## src/rtl/msi_agg_pkg.sv

```systemverilog
package msi_agg_pkg;
  typedef enum logic [1:0] {
    SLOT_POOL  = 2'd0,
    SLOT_OFFER = 2'd1,
    SLOT_WAIT  = 2'd2
  } slot_state_e;

  localparam logic SEL_PEND = 1'b0;
  localparam logic SEL_TMO  = 1'b1;
endpackage

```

## src/rtl/msi_src_slot.sv

```systemverilog
module msi_src_slot
  import msi_agg_pkg::*;
#(
  parameter int TMO_W = 32
) (
  input  logic             clk,
  input  logic             rst,
  input  logic             rise,
  input  logic             host_clr,
  input  logic             grant,
  input  logic             accept,
  input  logic [TMO_W-1:0] tmo_val,
  output logic             pend,
  output logic             elig
);
  slot_state_e      st;
  logic [TMO_W-1:0] cnt;
  logic             pend_next;

  assign pend_next = rise | (pend & ~host_clr);
  assign elig      = pend && (st == SLOT_POOL);

  always_ff @(posedge clk) begin
    if (rst) begin
      pend <= 1'b0;
      st   <= SLOT_POOL;
      cnt  <= '0;
    end else begin
      pend <= pend_next;
      case (st)
        SLOT_POOL: begin
          if (grant) st <= SLOT_OFFER;
        end
        SLOT_OFFER: begin
          if (accept) begin
            if (pend_next) begin
              st  <= SLOT_WAIT;
              cnt <= tmo_val;
            end else begin
              st <= SLOT_POOL;
            end
          end
        end
        SLOT_WAIT: begin
          if (host_clr) begin
            st <= SLOT_POOL;
          end else if (cnt == TMO_W'(1)) begin
            st <= SLOT_POOL;
          end else if (cnt != '0) begin
            cnt <= cnt - TMO_W'(1);
          end
        end
        default: st <= SLOT_POOL;
      endcase
    end
  end
endmodule

```

## src/rtl/msi_prio_pick.sv

```systemverilog
module msi_prio_pick #(
  parameter int N     = 16,
  parameter int IDX_W = (N > 1) ? $clog2(N) : 1
) (
  input  logic [N-1:0]     req,
  output logic             any,
  output logic [IDX_W-1:0] idx,
  output logic [N-1:0]     onehot
);
  always_comb begin
    any = |req;
    idx = '0;
    for (int i = N - 1; i >= 0; i--) begin
      if (req[i]) idx = IDX_W'(i);
    end
    onehot = any ? (N'(1) << idx) : '0;
  end
endmodule

```

## src/rtl/msi_host_regs.sv

```systemverilog
module msi_host_regs
  import msi_agg_pkg::*;
#(
  parameter int          NUM_SRC = 16,
  parameter int          DATA_W  = 32,
  parameter int          TMO_W   = 32,
  parameter logic [TMO_W-1:0] DEF_TMO = 64
) (
  input  logic               clk,
  input  logic               rst,
  input  logic               wr,
  input  logic               sel,
  input  logic [DATA_W-1:0]  wdata,
  input  logic [NUM_SRC-1:0] pend,
  output logic [DATA_W-1:0]  rdata,
  output logic [TMO_W-1:0]   tmo_val,
  output logic [NUM_SRC-1:0] clr_vec
);
  assign clr_vec = (wr && sel == SEL_PEND) ? wdata[NUM_SRC-1:0] : '0;

  always_ff @(posedge clk) begin
    if (rst) begin
      tmo_val <= DEF_TMO;
      rdata   <= '0;
    end else begin
      if (wr && sel == SEL_TMO) tmo_val <= wdata[TMO_W-1:0];
      rdata <= (sel == SEL_TMO) ? DATA_W'(tmo_val) : DATA_W'(pend);
    end
  end
endmodule

```

## src/rtl/msi_retry_agg.sv

```systemverilog
module msi_retry_agg
  import msi_agg_pkg::*;
#(
  parameter int          NUM_SRC = 16,
  parameter int          VEC_W   = 5,
  parameter int          DATA_W  = 32,
  parameter int          TMO_W   = 32,
  parameter logic [TMO_W-1:0] DEF_TMO = 64
) (
  input  logic               clk,
  input  logic               rst,
  input  logic [NUM_SRC-1:0] src_evt,
  output logic               msi_req,
  output logic [VEC_W-1:0]   msi_vec,
  input  logic               msi_ack,
  input  logic               reg_wr,
  input  logic               reg_sel,
  input  logic [DATA_W-1:0]  reg_wdata,
  output logic [DATA_W-1:0]  reg_rdata
);
  localparam int IDX_W = (NUM_SRC > 1) ? $clog2(NUM_SRC) : 1;

  logic [NUM_SRC-1:0] src_q;
  logic [NUM_SRC-1:0] rise_vec;
  logic [NUM_SRC-1:0] pend_vec;
  logic [NUM_SRC-1:0] elig_vec;
  logic [NUM_SRC-1:0] grant_vec;
  logic [NUM_SRC-1:0] acc_vec;
  logic [NUM_SRC-1:0] clr_vec;
  logic [NUM_SRC-1:0] pick_onehot;
  logic [IDX_W-1:0]   pick_idx;
  logic               pick_any;
  logic [TMO_W-1:0]   tmo_val;

  always_ff @(posedge clk) begin
    if (rst) src_q <= '0;
    else     src_q <= src_evt;
  end
  assign rise_vec = src_evt & ~src_q;

  msi_prio_pick #(.N(NUM_SRC), .IDX_W(IDX_W)) u_pick (
    .req    (elig_vec),
    .any    (pick_any),
    .idx    (pick_idx),
    .onehot (pick_onehot)
  );

  assign grant_vec = msi_req ? '0 : pick_onehot;

  always_ff @(posedge clk) begin
    if (rst) begin
      msi_req <= 1'b0;
      msi_vec <= '0;
    end else if (msi_req) begin
      if (msi_ack) msi_req <= 1'b0;
    end else if (pick_any) begin
      msi_req <= 1'b1;
      msi_vec <= VEC_W'(pick_idx);
    end
  end

  for (genvar g = 0; g < NUM_SRC; g++) begin : g_slot
    assign acc_vec[g] = msi_req && msi_ack && (msi_vec == VEC_W'(g));
    msi_src_slot #(.TMO_W(TMO_W)) u_slot (
      .clk      (clk),
      .rst      (rst),
      .rise     (rise_vec[g]),
      .host_clr (clr_vec[g]),
      .grant    (grant_vec[g]),
      .accept   (acc_vec[g]),
      .tmo_val  (tmo_val),
      .pend     (pend_vec[g]),
      .elig     (elig_vec[g])
    );
  end

  msi_host_regs #(
    .NUM_SRC (NUM_SRC),
    .DATA_W  (DATA_W),
    .TMO_W   (TMO_W),
    .DEF_TMO (DEF_TMO)
  ) u_regs (
    .clk     (clk),
    .rst     (rst),
    .wr      (reg_wr),
    .sel     (reg_sel),
    .wdata   (reg_wdata),
    .pend    (pend_vec),
    .rdata   (reg_rdata),
    .tmo_val (tmo_val),
    .clr_vec (clr_vec)
  );
endmodule

```

## config.mk

```make
export PLATFORM = sky130hd
export DESIGN_NAME = msi_retry_agg
export DESIGN_NICKNAME = d
export VERILOG_FILES = /design/src/rtl/msi_agg_pkg.sv /design/src/rtl/msi_src_slot.sv /design/src/rtl/msi_prio_pick.sv /design/src/rtl/msi_host_regs.sv /design/src/rtl/msi_retry_agg.sv
export SDC_FILE = /design/constraint.sdc
export NUM_CORES = 2
export LEC_CHECK = 0
export BUFFER_PORTS_ARGS = -buffer_cell sky130_fd_sc_hd__buf_2
export CAP_MARGIN = 10
export CORE_AREA = 2 2 259 261
export CTS_CLUSTER_DIAMETER = 50
export DETAILED_ROUTE_END_ITERATION = 10
export DIE_AREA = 0 0 261 263
export HOLD_SLACK_MARGIN = 0.03
export PLACE_DENSITY = 0.8
export SKIP_CTS_REPAIR_TIMING = 1
export SKIP_LAST_GASP = 1
export SYNTH_ARGS = -nofsm -noshare
export SYNTH_HDL_FRONTEND = slang
export SYNTH_SLANG_ARGS = --single-unit
```

## constraint.sdc

```tcl
create_clock -name clk -period 7.2 [get_ports clk]
set_input_delay 2.16 -clock clk [delete_from_list [all_inputs] [get_ports clk]]
set_output_delay 2.16 -clock clk [all_outputs]
set_load 0.01 [all_outputs]
```

==> results.md <==
- Vias in the first global route: 37600
- Antenna Nets Post-Route: 0
- First-pass DRT Iterations: 6
- Gpl congestion: 0.949
- Switch Pwr: between 2000 and 2500 µW
- R2R Setup Slk: between 3 and 4 ns
- Unique masters post-synth: 106
- Cell family with most CP delay: simple AND/OR/NAND/NOR gates
- TNS Setup: 0 ns
- Pleak: about 0.015 µW
- Vias per cell: 7.07
- Die Height: 263 µm
- Sink Count: 645
- I/O pin count: 91
- Worst reg2reg path depth: 6
- PortBufs: 89
- DRC viols: 0
- Htree depth: 3
- Final-stage net count: ~5200
- Switch share: 25.3%
- Final hold viol count: 0
- Seq/Total Area, Yosys: between 30% and 40%
- FF-to-FF Start: msi_req
- Layout cells sized above 1: 9.26%
- Reg2Reg Capture Point: g_slot[2].u_slot.cnt[4]
- Commonest non-fill, non-tap cells in the layout: 616 x dfxtp_1, 602 x nand2_1, 557 x a21oi_1
- Async SR Flop Fraction: 0%
- Max Slew Vio Count: 0
- Die Area: 68600 µm²
- Routed wire length: ~140000 µm
- Reg power frac: approximately 44%
- Synth area leader: dfxtp_1
- Fin crit period: 4.82 ns
- Worst hold stages: 2
- Hpwl dp: slightly below 80000 µm
- CTS tree: yes
- Rel. slew slack: a little under an eighth
- Number of flops mapped to enable cells by yosys: 0
- Tot GR Track Use: 37.8%
- Power per cell area: about 200 nW/µm²
- Clock buffer depth: 3
- Fin crit share: 66.9%
- Worst-Margin Slew: ~1.3 ns
- Cell row count: 94
- Pint: 6420 µW
- Worst Path Required: 7.72 ns
- Status: complete, no violations
- Initial antenna violation count: 6
- Hold Path Class: register to register
- Setup Skew: 0.0268 ns
- Mean post-synth cell area: 7.30 µm²
- Layout Area Growth over Synthesis: 8.13%
- First-pass GRT wire length: about 210000 µm
- Final setup viols: 0
- Crit-path cells: buf_2 -> nand4b_1 -> or2_2 -> nor3_1 -> or2_1 -> nand2_1 -> o32ai_1
- Core Util, Final: 64.4%
- Design Power: between 8000 and 9000 µW
- Critical path class: primary input to register
- Critical path depth in cells: 7
- Fillers: 5648
- Power share of the clock group: 51.2%
- RSZ-0062 raised after global routing: no
- Post-Synthesis Cells: approximately 5400
- Area contributors post-synth: dfxtp_1 33%, a21oi_1 7.1%, nand2_1 5.8%, nor2_1 5.2%, o21ai_0 4.7%
- Synth Register Bits: 645
- WP data arrival: approximately 5.3 ns
- Maximum vdd drop: 171 µV
- Clock Latency Late Sink: 0.64 ns
- Design Area, Final: 42300 µm²
- Die width: 261 µm
- Vias: 42700
- Initial DRC count: 7262
- Initial Utilization: roughly three fifths
- Commonest non-fill, non-tap cell in the layout: dfxtp_1
- Crit path buffers/inverters: 1
- Synthesized Nets: 5439
- Combinational fraction of design power: 5.1%
- Slowest stage cell, crit path: or2_1
- Core box area: 65600 µm²
- YS warnings: 0
- Slowest stage delay, CP: around 0.63 ns
- Post-Synthesis Cell Area: 39100 µm²
- Worst Hold Launch: g_slot[14].u_slot.cnt[14]
- GRT Residual Overflow: 0
- CP Max Fanout: 19
- Hold EP: g_slot[14].u_slot.cnt[14]
- Avg WL per Cell: 22.5 µm
- Critical Path Source Type: primary input
- Placed inst area: 39400 µm²
- Pin count of the biggest net entering global routing: 172
- Max-cap violation count: 0
- F_max: about 0.21 GHz
- Root buf cell: clkbuf_16
- Synth Flop Type: dfxtp_1
- Clock slew at reported path FFs: about 0.050 ns
- Num CTS Buffers: just over 80
- Synth top area share: roughly a third
- Critical Path Sink Type: register
power groups by stage:
stage | clock [µW] | combinational (µW) | sequential, µW
6_report | 4390 | 437 | 3750
5_1_grt | 4550 | 464 | 3740
4_1_cts | 4400 | 420 | 3740
3_5_place_dp | 0 | 417 | 3820
3_3_place_gp | 0 | 410 | 3820
2_1_floorplan | 0 | 307 | 3700
sequential cells by signal, indices dropped and copies added, names as in the netlist:
register            cells
g_slot.u_slot.pend     16
u_regs.tmo_val         32
u_regs.rdata           32
src_q                  16
msi_req                 1
g_slot.u_slot.st       32
msi_vec                 4
g_slot.u_slot.cnt     512
metrics by stage:
step / cells / setup slack (ns) / hold slack (ns)
final: 6043 / 2.38 / 0.459
after global routing: 6038 / 2.27 / 0.490
after CTS: 6035 / 2.56 / 0.461
after detailed placement: 5887 / 1.92 / 0.453
after global placement: 5887 / 1.97 / 0.442
after floorplan: 5354 / 2.89 / 0.433
area by class of cell:
type / instances / area (µm²) / share of cell area, %
antenna: 7 / 17.5 / 0.0415
multi-input combinational: 4139 / 24000 / 56.9
tap: 864 / 1080 / 2.56
inverter: 89 / 339 / 0.802
sequential: 645 / 12900 / 30.6
timing repair buffer: 151 / 956 / 2.26
clock inverter: 41 / 534 / 1.26
clock buffer: 107 / 2340 / 5.54
worst max path at each step:
stage                  from                   endpoint  slack [ns]
floorplan            reg_wr  g_slot[10].u_slot.cnt[24]        2.89
global placement    reg_sel    g_slot[4].u_slot.cnt[2]        1.97
detailed placement  msi_ack    g_slot[2].u_slot.cnt[4]        1.92
CTS                 msi_ack    g_slot[2].u_slot.cnt[4]        2.56
global route        reg_sel    g_slot[4].u_slot.cnt[7]        2.27
finish              msi_ack    g_slot[2].u_slot.cnt[4]        2.38
synthesized netlist by cell type (28+ instances only):
library cell  count
o211ai_1         29
o311ai_0        105
a22oi_1          56
nand2b_1         54
or3_1            70
nand4_1          68
clkbuf_1        406
ha_1             32
nor4_1          140
o21ai_0         364
a31oi_1          82
buf_2            40
o32ai_1          47
a211oi_1         80
nor2b_1          55
nor3b_1          30
nand2_1         603
and2_1           47
o41ai_1          34
a21oi_1         558
and3_1           33
o21ai_1          30
o31ai_1         186
or4_1            61
a21o_1           28
nor2_1          539
nor3_1          219
nand3_1         148
inv_1            88
o22ai_1          30
dfxtp_1         645
routing by layer:
metal	GRT usage, %	vias to the layer above	share of wire (%)
li1	-	19600	-
met1	52.5	19800	39
met2	54.8	2793	42
met3	7.77	448	13
met4	20.4	2	5.3
met5	0	-	0.0074
kinds of logic after synthesis:
| family | after synthesis | synth area share [%] |
|---|---|---|
| other | 1 | 0.00959 |
| and+or+nand+nor | 2191 | 27.8 |
| buffers and inverters | 570 | 5.71 |
| muxes | 28 | 0.723 |
| AOI/OAI and AO/OA | 1887 | 31.7 |
| adders and majority gates | 32 | 1.02 |
| DFF | 645 | 33.0 |
tightest hold or removal path, cell delays in order, from the launching register on:
cell     delay, ns
dfxtp_1       0.30
nand2_1       0.05
o32ai_1       0.05
No activity file was read; power rests on OpenSTA's default activity.
